$ cat config.mk
export PLATFORM = sky130hd
export DESIGN_NAME = stor_port_arbiter
export DESIGN_NICKNAME = d
export VERILOG_FILES = /design/src/rtl/stor_arb_pkg.sv /design/src/rtl/stor_rr_pick.sv /design/src/rtl/stor_grant_ctl.sv /design/src/rtl/stor_cmd_mux.sv /design/src/rtl/stor_rsp_route.sv /design/src/rtl/stor_port_arbiter.sv
export SDC_FILE = /design/constraint.sdc
export NUM_CORES = 1
export LEC_CHECK = 0
export BUFFER_PORTS_ARGS = -buffer_cell sky130_fd_sc_hd__buf_4
export CORE_AREA = 2 2 280 282
export CTS_CLUSTER_DIAMETER = 120
export DETAILED_ROUTE_END_ITERATION = 16
export DIE_AREA = 0 0 282 284
export GPL_ROUTABILITY_DRIVEN = 0
export PLACE_DENSITY = 0.36
export SKIP_LAST_GASP = 1
export SLEW_MARGIN = 20
export SYNTH_ARGS = -nofsm -noshare
export SYNTH_HDL_FRONTEND = slang
export SYNTH_HIERARCHICAL = 1
export SYNTH_SLANG_ARGS = --single-unit
$ cat constraint.sdc
create_clock -name clk -period 4.6 [get_ports clk]
set_input_delay 0.92 -clock clk [delete_from_list [all_inputs] [get_ports clk]]
set_output_delay 0.92 -clock clk [all_outputs]
set_load 0.02 [all_outputs]
$ cat src/rtl/stor_arb_pkg.sv
package stor_arb_pkg;
  localparam int LBA_W = 48;
  localparam int CNT_W = 16;

  typedef struct packed {
    logic             wr;
    logic             rd;
    logic             ident;
    logic [LBA_W-1:0] lba;
    logic [CNT_W-1:0] cnt;
  } cmd_side_t;

  typedef struct packed {
    logic wr;
    logic rd;
    logic ident;
    logic done;
    logic err;
  } rsp_side_t;
endpackage

$ cat src/rtl/stor_rr_pick.sv
module stor_rr_pick #(
  parameter int NP = 4,
  localparam int IW = (NP > 1) ? $clog2(NP) : 1
) (
  input  logic [NP-1:0] req,
  input  logic [IW-1:0] ptr,
  output logic          pick_vld,
  output logic [IW-1:0] pick_idx
);
  // Scan downward so the candidate nearest the pointer is written last.
  always_comb begin
    int j;
    pick_vld = 1'b0;
    pick_idx = '0;
    for (int k = NP - 1; k >= 0; k--) begin
      j = int'(ptr) + k;
      if (j >= NP) j = j - NP;
      if (req[j]) begin
        pick_vld = 1'b1;
        pick_idx = IW'(j);
      end
    end
  end
endmodule

$ cat src/rtl/stor_grant_ctl.sv
module stor_grant_ctl #(
  parameter int NP = 4,
  localparam int IW = (NP > 1) ? $clog2(NP) : 1
) (
  input  logic          clk,
  input  logic          rst_n,
  input  logic [NP-1:0] req,
  input  logic          txn_end,
  output logic          busy,
  output logic [IW-1:0] gnt_idx,
  output logic [NP-1:0] gnt_vec
);
  logic [IW-1:0] ptr;
  logic          pick_vld;
  logic [IW-1:0] pick_idx;

  stor_rr_pick #(.NP(NP)) u_pick (
    .req      (req),
    .ptr      (ptr),
    .pick_vld (pick_vld),
    .pick_idx (pick_idx)
  );

  always_ff @(posedge clk) begin
    if (!rst_n) begin
      busy    <= 1'b0;
      gnt_idx <= '0;
      ptr     <= '0;
    end else if (!busy) begin
      if (pick_vld) begin
        busy    <= 1'b1;
        gnt_idx <= pick_idx;
      end
    end else if (txn_end) begin
      busy <= 1'b0;
      ptr  <= (gnt_idx == IW'(NP - 1)) ? '0 : gnt_idx + 1'b1;
    end
  end

  for (genvar i = 0; i < NP; i++) begin : g_vec
    assign gnt_vec[i] = busy && (gnt_idx == IW'(i));
  end

  AST_GNT_TAKE: assert property (@(posedge clk) disable iff (!rst_n)
    (!busy && (|req)) |=> busy);
  AST_GNT_HOLD: assert property (@(posedge clk) disable iff (!rst_n)
    (busy && !txn_end) |=> (busy && $stable(gnt_idx)));
  AST_GNT_DROP: assert property (@(posedge clk) disable iff (!rst_n)
    (busy && txn_end) |=> !busy);
endmodule

$ cat src/rtl/stor_cmd_mux.sv
module stor_cmd_mux
  import stor_arb_pkg::*;
#(
  parameter int NP = 4,
  parameter int DW = 32,
  localparam int IW = (NP > 1) ? $clog2(NP) : 1
) (
  input  logic                clk,
  input  logic                rst_n,
  input  logic                busy,
  input  logic [IW-1:0]       gnt_idx,
  input  logic [NP-1:0]       gnt_vec,
  input  logic [NP-1:0]       up_cmd_valid,
  output logic [NP-1:0]       up_cmd_ready,
  input  logic [NP-1:0]       up_cmd_sop,
  input  logic [NP-1:0]       up_cmd_eop,
  input  logic [NP-1:0]       up_cmd_wr,
  input  logic [NP-1:0]       up_cmd_rd,
  input  logic [NP-1:0]       up_cmd_ident,
  input  logic [NP*LBA_W-1:0] up_cmd_lba,
  input  logic [NP*CNT_W-1:0] up_cmd_cnt,
  input  logic [NP*DW-1:0]    up_cmd_data,
  output logic                dc_cmd_valid,
  input  logic                dc_cmd_ready,
  output logic                dc_cmd_sop,
  output logic                dc_cmd_eop,
  output logic                dc_cmd_wr,
  output logic                dc_cmd_rd,
  output logic                dc_cmd_ident,
  output logic [LBA_W-1:0]    dc_cmd_lba,
  output logic [CNT_W-1:0]    dc_cmd_cnt,
  output logic [DW-1:0]       dc_cmd_data
);
  cmd_side_t side [NP];
  cmd_side_t sel;

  for (genvar i = 0; i < NP; i++) begin : g_port
    assign side[i] = {up_cmd_wr[i], up_cmd_rd[i], up_cmd_ident[i],
                      up_cmd_lba[i*LBA_W +: LBA_W], up_cmd_cnt[i*CNT_W +: CNT_W]};
    assign up_cmd_ready[i] = gnt_vec[i] & dc_cmd_ready;
  end

  always_comb begin
    sel          = side[gnt_idx];
    dc_cmd_valid = busy & up_cmd_valid[gnt_idx];
    dc_cmd_sop   = up_cmd_sop[gnt_idx];
    dc_cmd_eop   = up_cmd_eop[gnt_idx];
    dc_cmd_data  = up_cmd_data[gnt_idx*DW +: DW];
  end

  assign dc_cmd_wr    = sel.wr;
  assign dc_cmd_rd    = sel.rd;
  assign dc_cmd_ident = sel.ident;
  assign dc_cmd_lba   = sel.lba;
  assign dc_cmd_cnt   = sel.cnt;

  AST_ONE_CMD_READY: assert property (@(posedge clk) disable iff (!rst_n)
    $onehot0(up_cmd_ready));
  AST_IDLE_NO_CMD: assert property (@(posedge clk) disable iff (!rst_n)
    !busy |-> !dc_cmd_valid);
endmodule

$ cat src/rtl/stor_rsp_route.sv
module stor_rsp_route
  import stor_arb_pkg::*;
#(
  parameter int NP = 4,
  parameter int DW = 32,
  localparam int IW = (NP > 1) ? $clog2(NP) : 1
) (
  input  logic             clk,
  input  logic             rst_n,
  input  logic             busy,
  input  logic [IW-1:0]    gnt_idx,
  input  logic [NP-1:0]    gnt_vec,
  output logic [NP-1:0]    up_rsp_valid,
  input  logic [NP-1:0]    up_rsp_ready,
  output logic [NP-1:0]    up_rsp_sop,
  output logic [NP-1:0]    up_rsp_eop,
  output logic [NP-1:0]    up_rsp_wr,
  output logic [NP-1:0]    up_rsp_rd,
  output logic [NP-1:0]    up_rsp_ident,
  output logic [NP-1:0]    up_rsp_done,
  output logic [NP-1:0]    up_rsp_err,
  output logic [NP*DW-1:0] up_rsp_data,
  input  logic             dc_rsp_valid,
  output logic             dc_rsp_ready,
  input  logic             dc_rsp_sop,
  input  logic             dc_rsp_eop,
  input  logic             dc_rsp_wr,
  input  logic             dc_rsp_rd,
  input  logic             dc_rsp_ident,
  input  logic             dc_rsp_done,
  input  logic             dc_rsp_err,
  input  logic [DW-1:0]    dc_rsp_data,
  output logic             txn_end
);
  rsp_side_t rs;
  assign rs = {dc_rsp_wr, dc_rsp_rd, dc_rsp_ident, dc_rsp_done, dc_rsp_err};

  // Payload is broadcast; only valid is steered to the owner.
  for (genvar i = 0; i < NP; i++) begin : g_port
    assign up_rsp_valid[i]          = gnt_vec[i] & dc_rsp_valid;
    assign up_rsp_sop[i]            = dc_rsp_sop;
    assign up_rsp_eop[i]            = dc_rsp_eop;
    assign up_rsp_wr[i]             = rs.wr;
    assign up_rsp_rd[i]             = rs.rd;
    assign up_rsp_ident[i]          = rs.ident;
    assign up_rsp_done[i]           = rs.done;
    assign up_rsp_err[i]            = rs.err;
    assign up_rsp_data[i*DW +: DW]  = dc_rsp_data;
  end

  assign dc_rsp_ready = busy & up_rsp_ready[gnt_idx];
  assign txn_end      = dc_rsp_valid & dc_rsp_ready & dc_rsp_eop & rs.done;

  AST_ONE_RSP_VALID: assert property (@(posedge clk) disable iff (!rst_n)
    $onehot0(up_rsp_valid));
  AST_IDLE_NO_RSP: assert property (@(posedge clk) disable iff (!rst_n)
    !busy |-> !dc_rsp_ready);
endmodule

$ cat src/rtl/stor_port_arbiter.sv
module stor_port_arbiter
  import stor_arb_pkg::*;
#(
  parameter int NP = 4,
  parameter int DW = 32
) (
  input  logic                clk,
  input  logic                rst_n,
  input  logic [NP-1:0]       up_cmd_valid,
  output logic [NP-1:0]       up_cmd_ready,
  input  logic [NP-1:0]       up_cmd_sop,
  input  logic [NP-1:0]       up_cmd_eop,
  input  logic [NP-1:0]       up_cmd_wr,
  input  logic [NP-1:0]       up_cmd_rd,
  input  logic [NP-1:0]       up_cmd_ident,
  input  logic [NP*LBA_W-1:0] up_cmd_lba,
  input  logic [NP*CNT_W-1:0] up_cmd_cnt,
  input  logic [NP*DW-1:0]    up_cmd_data,
  output logic [NP-1:0]       up_rsp_valid,
  input  logic [NP-1:0]       up_rsp_ready,
  output logic [NP-1:0]       up_rsp_sop,
  output logic [NP-1:0]       up_rsp_eop,
  output logic [NP-1:0]       up_rsp_wr,
  output logic [NP-1:0]       up_rsp_rd,
  output logic [NP-1:0]       up_rsp_ident,
  output logic [NP-1:0]       up_rsp_done,
  output logic [NP-1:0]       up_rsp_err,
  output logic [NP*DW-1:0]    up_rsp_data,
  output logic                dc_cmd_valid,
  input  logic                dc_cmd_ready,
  output logic                dc_cmd_sop,
  output logic                dc_cmd_eop,
  output logic                dc_cmd_wr,
  output logic                dc_cmd_rd,
  output logic                dc_cmd_ident,
  output logic [LBA_W-1:0]    dc_cmd_lba,
  output logic [CNT_W-1:0]    dc_cmd_cnt,
  output logic [DW-1:0]       dc_cmd_data,
  input  logic                dc_rsp_valid,
  output logic                dc_rsp_ready,
  input  logic                dc_rsp_sop,
  input  logic                dc_rsp_eop,
  input  logic                dc_rsp_wr,
  input  logic                dc_rsp_rd,
  input  logic                dc_rsp_ident,
  input  logic                dc_rsp_done,
  input  logic                dc_rsp_err,
  input  logic [DW-1:0]       dc_rsp_data
);
  localparam int IW = (NP > 1) ? $clog2(NP) : 1;

  logic          busy;
  logic [IW-1:0] gnt_idx;
  logic [NP-1:0] gnt_vec;
  logic [NP-1:0] req;
  logic          txn_end;

  assign req = up_cmd_valid & up_cmd_sop;

  stor_grant_ctl #(.NP(NP)) u_gnt (
    .clk     (clk),
    .rst_n   (rst_n),
    .req     (req),
    .txn_end (txn_end),
    .busy    (busy),
    .gnt_idx (gnt_idx),
    .gnt_vec (gnt_vec)
  );

  stor_cmd_mux #(.NP(NP), .DW(DW)) u_cmd (
    .clk          (clk),
    .rst_n        (rst_n),
    .busy         (busy),
    .gnt_idx      (gnt_idx),
    .gnt_vec      (gnt_vec),
    .up_cmd_valid (up_cmd_valid),
    .up_cmd_ready (up_cmd_ready),
    .up_cmd_sop   (up_cmd_sop),
    .up_cmd_eop   (up_cmd_eop),
    .up_cmd_wr    (up_cmd_wr),
    .up_cmd_rd    (up_cmd_rd),
    .up_cmd_ident (up_cmd_ident),
    .up_cmd_lba   (up_cmd_lba),
    .up_cmd_cnt   (up_cmd_cnt),
    .up_cmd_data  (up_cmd_data),
    .dc_cmd_valid (dc_cmd_valid),
    .dc_cmd_ready (dc_cmd_ready),
    .dc_cmd_sop   (dc_cmd_sop),
    .dc_cmd_eop   (dc_cmd_eop),
    .dc_cmd_wr    (dc_cmd_wr),
    .dc_cmd_rd    (dc_cmd_rd),
    .dc_cmd_ident (dc_cmd_ident),
    .dc_cmd_lba   (dc_cmd_lba),
    .dc_cmd_cnt   (dc_cmd_cnt),
    .dc_cmd_data  (dc_cmd_data)
  );

  stor_rsp_route #(.NP(NP), .DW(DW)) u_rsp (
    .clk          (clk),
    .rst_n        (rst_n),
    .busy         (busy),
    .gnt_idx      (gnt_idx),
    .gnt_vec      (gnt_vec),
    .up_rsp_valid (up_rsp_valid),
    .up_rsp_ready (up_rsp_ready),
    .up_rsp_sop   (up_rsp_sop),
    .up_rsp_eop   (up_rsp_eop),
    .up_rsp_wr    (up_rsp_wr),
    .up_rsp_rd    (up_rsp_rd),
    .up_rsp_ident (up_rsp_ident),
    .up_rsp_done  (up_rsp_done),
    .up_rsp_err   (up_rsp_err),
    .up_rsp_data  (up_rsp_data),
    .dc_rsp_valid (dc_rsp_valid),
    .dc_rsp_ready (dc_rsp_ready),
    .dc_rsp_sop   (dc_rsp_sop),
    .dc_rsp_eop   (dc_rsp_eop),
    .dc_rsp_wr    (dc_rsp_wr),
    .dc_rsp_rd    (dc_rsp_rd),
    .dc_rsp_ident (dc_rsp_ident),
    .dc_rsp_done  (dc_rsp_done),
    .dc_rsp_err   (dc_rsp_err),
    .dc_rsp_data  (dc_rsp_data),
    .txn_end      (txn_end)
  );

  AST_NO_READY_IDLE: assert property (@(posedge clk) disable iff (!rst_n)
    !busy |-> (up_cmd_ready == '0 && up_rsp_valid == '0));
endmodule

==> results.cfg, run 1 <==
[outcome]
status = finished, final reports clean

[sta]
slew_violations = 0
finalSetupTns_ns = 0
clock_skew_ns = 0.00009301
layout_worst_path_cycle_share_pct = 69.58
slew_headroom_pct = 39.72
finalSetupViolCount = 0
setup_ws_ns = 1.399
finalCriticalPeriod_ns = 3.201
max_freq_mhz = 312.4
worstMarginPinSlew_ns = 0.9042
hold_violations = 0
rsz0062_at_grt = no

[route]
drc = 0
routed_wl_um = 31370
wire_per_inst_um = 17.88
vias_per_cell = 2.572
drt_iter0_drc = 106
drtPass1Iterations = 4
num_vias = 4511
drtAntennaViolNets = 0

[setup_path]
required_ns = 3.68
crit_path_max_fanout = 43
critPathKind = reg -> out
end_kind = output pin
critPathLaunchType = flop
crit_arrival_ns = 2.28

[global_route]
antenna_found_initial = 9
grt_use_total_pct = 7.148
grt_pass1_wl_um = 39760
grt_pass1_vias = 5185
grt_max_degree = 45
overflow = 0

[yosys]
synth.area.top_cells = mux4_2 56%, buf_4 29%, dfxtp_1 2.4%
synth_cells = 340
synth_seq_area_share_pct = 2.432
synth_nets = 799
postSynth.asyncResetShare_pct = 0
synth_top_flop_cell = dfxtp_1
yosys_warnings = 6
synth_top_area_cell = mux4_2
avgSynthCellArea_um2 = 12.11
synth_common_cells = 157 x buf_4, 102 x mux4_2, 13 x and2_1
ys_ff_latch = 5
synth_edf_count = 0
yosysTopAreaCellShare_pct = 55.81
yosysUniqueCellTypes = 25
post-synth-top-count-cell = buf_4
synth_area_um2 = 4116

[clock_network]
numCtsBuffers = 3
ctsHoldBuffers = 0
cts.clk_slew.worst_paths_ns = 0.03
cts_tree = yes
postCtsSetupBuffers = 0
clk_latency_ns = 0.23
postCtsResizedCells = 0
cts.sinks = 5
cts_buffer_depth = 2
root_buffer = clkbuf_16
cts_max_level = 1

[layout]
utilization_pct = 10.81
drive_gt1_share_pct = 92.70
final_cell_area_um2 = 8315
syn2layout_area_growth_pct = 102.0
fin_nets = 1172

[flow_run]
maxCapViolations = 0

[place]
dp_hpwl_um = 28820
dpl_worst_slack_ns = 1.533
placed_cell_area_um2 = 8232
io_buffers = 536

[power]
p_leak_nw = 3.413
p_per_area_nw_per_um2 = 130.1
power_mw = 1.082
ir_drop_mv = 0.07591

[floorplanning]
rows = 102
coreArea_um2 = 76960
ios = 722
start_util_pct = 5.349
die_y_um = 284
die_width_um = 282
die_area_um2 = 80090

[worst_hold_path]
hold_path.class = reg -> reg
-- final timing paths --
check,startpoint,to,slack [ns],cells after the start
max,u_gnt/gnt_idx[0]$_SDFFE_PN0P_,dc_cmd_lba[26],1.40,3
min,u_gnt/ptr[1]$_SDFFE_PN0P_,u_gnt/ptr[1]$_SDFFE_PN0P_,0.57,2
max reg2reg,u_gnt/gnt_idx[0]$_SDFFE_PN0P_,u_gnt/ptr[0]$_SDFFE_PN0P_,2.45,6
min reg2reg,u_gnt/ptr[1]$_SDFFE_PN0P_,u_gnt/ptr[1]$_SDFFE_PN0P_,0.57,2
-- routing by layer --
metal / up-vias / routed length (um) / GRT usage (%)
met5: - / 0 / 0
met4: 0 / 939 / 1.888
met3: 41 / 3655 / 2.412
met2: 436 / 17430 / 14.86
met1: 2118 / 9348 / 6.305
li1: 1916 / - / -
-- power breakdown --
part,switching (mW),internal [mW]
Combinational,0.356,0.516
Clock,0.0270,0.115
Sequential,0.0229,0.0453
Total,0.406,0.676
-- worst max-delay path, stage by stage, from the launching register on --
cell and delay (ns):
dfxtp_4 0.91, buf_12 0.32, mux4_2 0.55, buf_4 0.18
-- cells by family after synthesis --
family                   Yosys count  synth area share, %
AO/OA/AOI/OAI                      6                1.337
adder cells (fa/ha/maj)            4                1.216
buffers and inverters            180                32.49
flip-flops                         5                2.432
multiplexers                     108                57.26
AND/OR/NAND/NOR                   37                5.259
-- registers in the layout, indices dropped and copies added, names as in the netlist --
name	count
u_gnt/gnt_idx	2
u_gnt/ptr	2
u_gnt/busy	1
-- cell type report --
cell class,instances,area (um2)
multi-input cells,155,2679
clock buffers,4,78.83
inverters,2,7.507
fillers,8860,68640
well taps,1040,1301
flip-flops and latches,5,107.6
diodes,2,5.005
repair buffers,546,4136
-- through the flow --
step	instances	hold WS, ns
after floorplan	340	0.5016
after global placement	1748	0.5533
after detailed placement	1748	0.5556
after CTS	1752	0.5711
after global routing	1754	0.6055
final	1754	0.5656
-- layout by cell type (no fill, tap or decap), drive strengths merged --
cell type / count
a211oi: 2
a21boi: 1
a21oi: 1
and2: 17
and4: 1
buf: 546
clkbuf: 4
dfxtp: 5
diode: 2
ha: 4
inv: 2
mux2i: 6
mux4: 102
nand2: 5
nand2b: 3
nand3: 1
nor2: 5
nor2b: 4
nor3b: 1
o211a: 1
o22ai: 1
Note: power is estimated with default switching activity, not from simulation.
==> run 2: changes to the inputs <==
CORE_AREA = 2 2 281 283   (was 2 2 280 282)
DIE_AREA = 0 0 283 285   (was 0 0 282 284)
clock period = 2.95 ns   (was 4.6 ns; I/O delays follow)
==> run 2 against run 1 <==
Compared with the run above: flip-flop and latch count is the same; non-clock buffer count grew 11; power grew 62%; final cell count grew 1.3%; critical path type unchanged; via count grew 1.8%; global-route usage grew 1.1 points; wire length grew 11%.
==> results.cfg, run 2 (synthesized netlist as in run 1, its figures left out) <==
[floorplanning]
die_area_um2 = 80660
die_width_um = 283
rows = 103
ios = 722
start_util_pct = 5.280
coreArea_um2 = 77970
die_y_um = 285

[route]
num_vias = 4592
routed_wl_um = 34830
drc = 0
drt_iter0_drc = 103
wire_per_inst_um = 19.60
drtAntennaViolNets = 0
vias_per_cell = 2.584
drtPass1Iterations = 4

[setup_path]
r2r_end = u_gnt/ptr[0]$_SDFFE_PN0P_
r2r_setup_slack_ns = 1.05
crit_path_max_fanout = 18
r2r-start = u_gnt/gnt_idx[0]$_SDFFE_PN0P_
required_ns = 2.36
rr_worst_depth = 8
crit_arrival_ns = 1.97
critPathKind = reg -> out
critPathLaunchType = flop
end_kind = output pin

[global_route]
overflow = 0
grt_use_total_pct = 8.238
grt_pass1_vias = 5311
grt_pass1_wl_um = 46070
grt_max_degree = 29
antenna_found_initial = 17

[sta]
finalSetupTns_ns = 0
worstMarginPinSlew_ns = 0.5839
hold_violations = 0
rsz0062_at_grt = no
layout_worst_path_cycle_share_pct = 86.83
slew_violations = 0
slew_headroom_pct = 61.07
finalCriticalPeriod_ns = 2.562
setup_ws_ns = 0.3884
finalSetupViolCount = 0
clock_skew_ns = 0.002532
max_freq_mhz = 390.4

[layout]
utilization_pct = 10.92
register_area_um2 = 107.6
syn2layout_area_growth_pct = 106.9
stdcell_count = 1777
fin_nets = 1183
nFillCells = 8974
drive_gt1_share_pct = 92.95
final_common_cell = buf_4
final_cell_mix = 546 x buf_4, 102 x mux4_2, 13 x and2_1
multiInputGateArea_um2 = 2679
top_regs = u_gnt/gnt_idx x2, u_gnt/ptr x2, u_gnt/busy x1

[power]
power.share.clock_pct = 12.6
power_mw = 1.758
p_int_mw = 1.081
ir_drop_mv = 0.2174
p_per_area_nw_per_um2 = 206.4
switchingPower_mw = 0.6769
pwr-share-comb_pct = 82.0
p_seq_share_pct = 5.4
swShare_pct = 38.51
p_leak_nw = 3.499

[place]
io_buffers = 536
post-place-cells = 1769
dpl_worst_slack_ns = 0.6028
dp_hpwl_um = 32940

[clock_network]
numCtsBuffers = 3
cts.clk_slew.worst_paths_ns = 0.03
cts_buffer_depth = 2
ctsHoldBuffers = 0
postCtsSetupBuffers = 0
cts_max_level = 1
cts_tree = yes
clk_latency_ns = 0.23
root_buffer = clkbuf_16
postCtsResizedCells = 0
cts.sinks = 5

[worst_hold_path]
holdPathEnd = u_gnt/ptr[0]$_SDFFE_PN0P_
hold_path.class = reg -> reg
min_path_cells = 2
min_from = u_gnt/ptr[0]$_SDFFE_PN0P_

[outcome]
status = finished, final reports clean

[flow_run]
maxCapViolations = 0
-- run 2: cell types whose count changed in the layout (fill, tap and decap cells not counted) --
cell | previous run | this run
buf_12 | 3 | 11
buf_4 | 543 | 546
diode_2 | 2 | 4
clkbuf_1 | 1 | 0
clkinv_2 | 0 | 1
-- run 2: final cells by class --
cell class                 count  area share (%)
antenna                        4          0.1175
clock buffer                   3          0.8814
clock inverter                 1         0.05876
inverter                       2         0.08814
multi-input combinational    155           31.45
sequential                     5           1.263
tap                         1050           15.43
timing repair buffer         557           50.71
-- run 2: how the worst max path moves through the flow --
stage                                              from              to
final                     u_gnt/gnt_idx[0]$_SDFFE_PN0P_   dc_cmd_lba[7]
after CTS                 u_gnt/gnt_idx[0]$_SDFFE_PN0P_   dc_cmd_lba[7]
after floorplan           u_gnt/gnt_idx[0]$_SDFFE_PN0P_  dc_cmd_data[0]
after detailed placement  u_gnt/gnt_idx[0]$_SDFFE_PN0P_   dc_cmd_lba[7]
after global placement    u_gnt/gnt_idx[0]$_SDFFE_PN0P_  dc_cmd_lba[46]
after global routing      u_gnt/gnt_idx[0]$_SDFFE_PN0P_   dc_cmd_lba[7]
-- run 2: power by group through the flow --
stage	sequential [mW]	clock, mW	combinational (mW)
finish	0.0948	0.222	1.44
global route	0.0982	0.232	1.54
CTS	0.0966	0.225	1.48
detailed placement	0.0975	0	1.48
global placement	0.0977	0	1.48
floorplan	0.0776	0	0.900
-- run 2: per-stage QoR --
stage	area (um2)	hold slack, ns
floorplan	4116	0.5016
global placement	8427	0.5846
detailed placement	8427	0.5895
CTS	8507	0.5999
global route	8509	0.6214
finish	8517	0.6125
-- run 2: critical path: stages (launching register included) --
cell,delay (ns)
dfxtp_4,0.53
buf_12,0.24
buf_12,0.20
mux4_2,0.54
buf_4,0.18
-- run 2: routing by layer --
layer  vias up  GRT usage (%)  routed length (um)  part of all wire, %
met5         -              0                 111                 0.32
met4        18          2.274                1007                  2.9
met3        61          4.336                4228                   12
met2       417          15.13               17870                   51
met1      2151          8.011               11610                   33
li1       1945              -                   -                    -
==> run 3: changes to the inputs <==
ABC_CLOCK_PERIOD_IN_PS = 2950   (was not set)
BUFFER_PORTS_ARGS = not set   (was -buffer_cell sky130_fd_sc_hd__buf_4)
CORE_AREA = 2 2 277 279   (was 2 2 281 283)
DIE_AREA = 0 0 279 281   (was 0 0 283 285)
DONT_BUFFER_PORTS = 1   (was not set)
PLACE_DENSITY = 0.3   (was 0.36)
==> run 3 against run 2 <==
Compared with the run above: setup slack improved by 0.096 ns; maximum frequency rose by 3.9%; highest routed layer unchanged; largest power group unchanged; final area fell by 50%.
==> results.cfg, run 3 (synthesized netlist as in run 1, its figures left out) <==
[sta]
layout_worst_path_cycle_share_pct = 83.58
finalSetupTns_ns = 0
worstMarginPinSlew_ns = 0.6347
finalSetupViolCount = 0
hold_ws_ns = 0.4893
clock_skew_ns = 0.005417
finalCriticalPeriod_ns = 2.466
slew_headroom_pct = 57.69
slew_violations = 0
hold_violations = 0
max_freq_mhz = 405.6
rsz0062_at_grt = no

[setup_path]
crit_end = dc_cmd_data[3]
r2r_end = u_gnt/ptr[0]$_SDFFE_PN0P_
crit_path_max_fanout = 41
crit_chain = buf_12 > mux4_2
critPathKind = reg -> out
worstSetupStartpoint = u_gnt/gnt_idx[0]$_SDFFE_PN0P_
end_kind = output pin
r2r_setup_slack_ns = 0.91
required_ns = 2.36
crit_family = multiplexers
slowest_delay_ns = 0.68
critPathLaunchType = flop
rr_worst_depth = 7
cp.depth = 2
worst_path_max_delay_cell = mux4_2
r2r-start = u_gnt/gnt_idx[0]$_SDFFE_PN0P_
worst-path-buf-inv = 1
crit_arrival_ns = 1.88

[floorplanning]
die_width_um = 279
start_util_pct = 5.456
ios = 722
rows = 101
coreArea_um2 = 75440
die_y_um = 281
die_area_um2 = 78400

[clock_network]
cts.clk_slew.worst_paths_ns = 0.04
cts_buffer_depth = 2
cts.sinks = 5
root_buffer = clkbuf_16
cts_max_level = 1
cts_tree = yes
clk_latency_ns = 0.23
numCtsBuffers = 3
postCtsSetupBuffers = 0
postCtsResizedCells = 0
ctsHoldBuffers = 0

[layout]
fin_nets = 633
nFillCells = 8745
drive_gt1_share_pct = 70.52
final_cell_mix = 102 x mux4_2, 13 x and2_1, 6 x mux2i_1
syn2layout_area_growth_pct = 3.617
top_regs = u_gnt/gnt_idx x2, u_gnt/ptr x2, u_gnt/busy x1
multiInputGateArea_um2 = 2679
register_area_um2 = 107.6
final_common_cell = mux4_2

[power]
power_mw = 0.9669
p_leak_nw = 0.8252
p_per_area_nw_per_um2 = 226.7
ir_drop_mv = 0.1551

[route]
drtAntennaViolNets = 0
num_vias = 2651
routed_wl_um = 23890
drc = 0
drtPass1Iterations = 4
wire_per_inst_um = 20.38
vias_per_cell = 2.262
drt_iter0_drc = 118

[place]
io_buffers = 0
dp_hpwl_um = 21730

[global_route]
grtUsageMet1_pct = 5.524
grt_pass1_vias = 2910
grt_use_total_pct = 5.420
antenna_found_initial = 44
overflow = 0
grt_max_degree = 42
grtUsageMet2_pct = 9.393
busiest_layer = met2
grt_pass1_wl_um = 27740
grt_use_met3_pct = 1.862

[flow_run]
maxCapViolations = 0

[worst_hold_path]
min_path_cells = 1
hold_path.class = in -> reg

[outcome]
status = finished, final reports clean
run 3: cell types whose count changed in the layout (fill, tap and decap cells not counted), sizes merged:
cell	delta
buf	-550
diode	+17
run 3: report_power, final:
group          leakage [nW]  switching (mW)  total (mW)  internal, mW
clock                0.0410          0.0497       0.227         0.178
combinational         0.742           0.368       0.641         0.273
sequential           0.0423          0.0276      0.0982        0.0706
run 3: layout make-up:
cell class,instances,share of cell area (%)
Multi-Input combinational cell,155,62.80
Tap cell,978,28.69
Timing Repair Buffer,7,2.699
Sequential cell,5,2.523
Clock buffer,3,1.760
Antenna cell,21,1.232
Inverter,2,0.1760
Clock inverter,1,0.1173
run 3: how the worst min path moves through the flow:
stage                                    startpoint                             to  slack, ns
final                                         rst_n  u_gnt/gnt_idx[1]$_SDFFE_PN0P_       0.49
after global routing                          rst_n          u_gnt/busy$_SDFF_PN0_       0.50
after CTS                                     rst_n  u_gnt/gnt_idx[1]$_SDFFE_PN0P_       0.49
after detailed placement  u_gnt/ptr[1]$_SDFFE_PN0P_      u_gnt/ptr[1]$_SDFFE_PN0P_       0.56
after global placement    u_gnt/ptr[1]$_SDFFE_PN0P_      u_gnt/ptr[1]$_SDFFE_PN0P_       0.55
after floorplan           u_gnt/ptr[1]$_SDFFE_PN0P_      u_gnt/ptr[1]$_SDFFE_PN0P_       0.50
run 3: through the flow:
| stage | area (um2) | worst slack [ns] | cells | util (%) |
|---|---|---|---|---|
| 3_5_place_dp | 4133 | 0.6681 | 1147 | 5.478 |
| 5_1_grt | 4260 | 0.3577 | 1170 | 5.647 |
| 6_report | 4265 | 0.4845 | 1172 | 5.654 |
| 2_1_floorplan | 4116 | 0.9252 | 340 | - |
| 4_1_cts | 4213 | 0.4233 | 1151 | 5.584 |
| 3_3_place_gp | 4133 | 0.6847 | 1147 | 5.478 |
run 3: per-layer routing:
metal / wire length, um / vias up
li1: - / 858
met1: 7572 / 1234
met2: 11630 / 457
met3: 2968 / 96
met4: 1684 / 6
met5: 37 / -
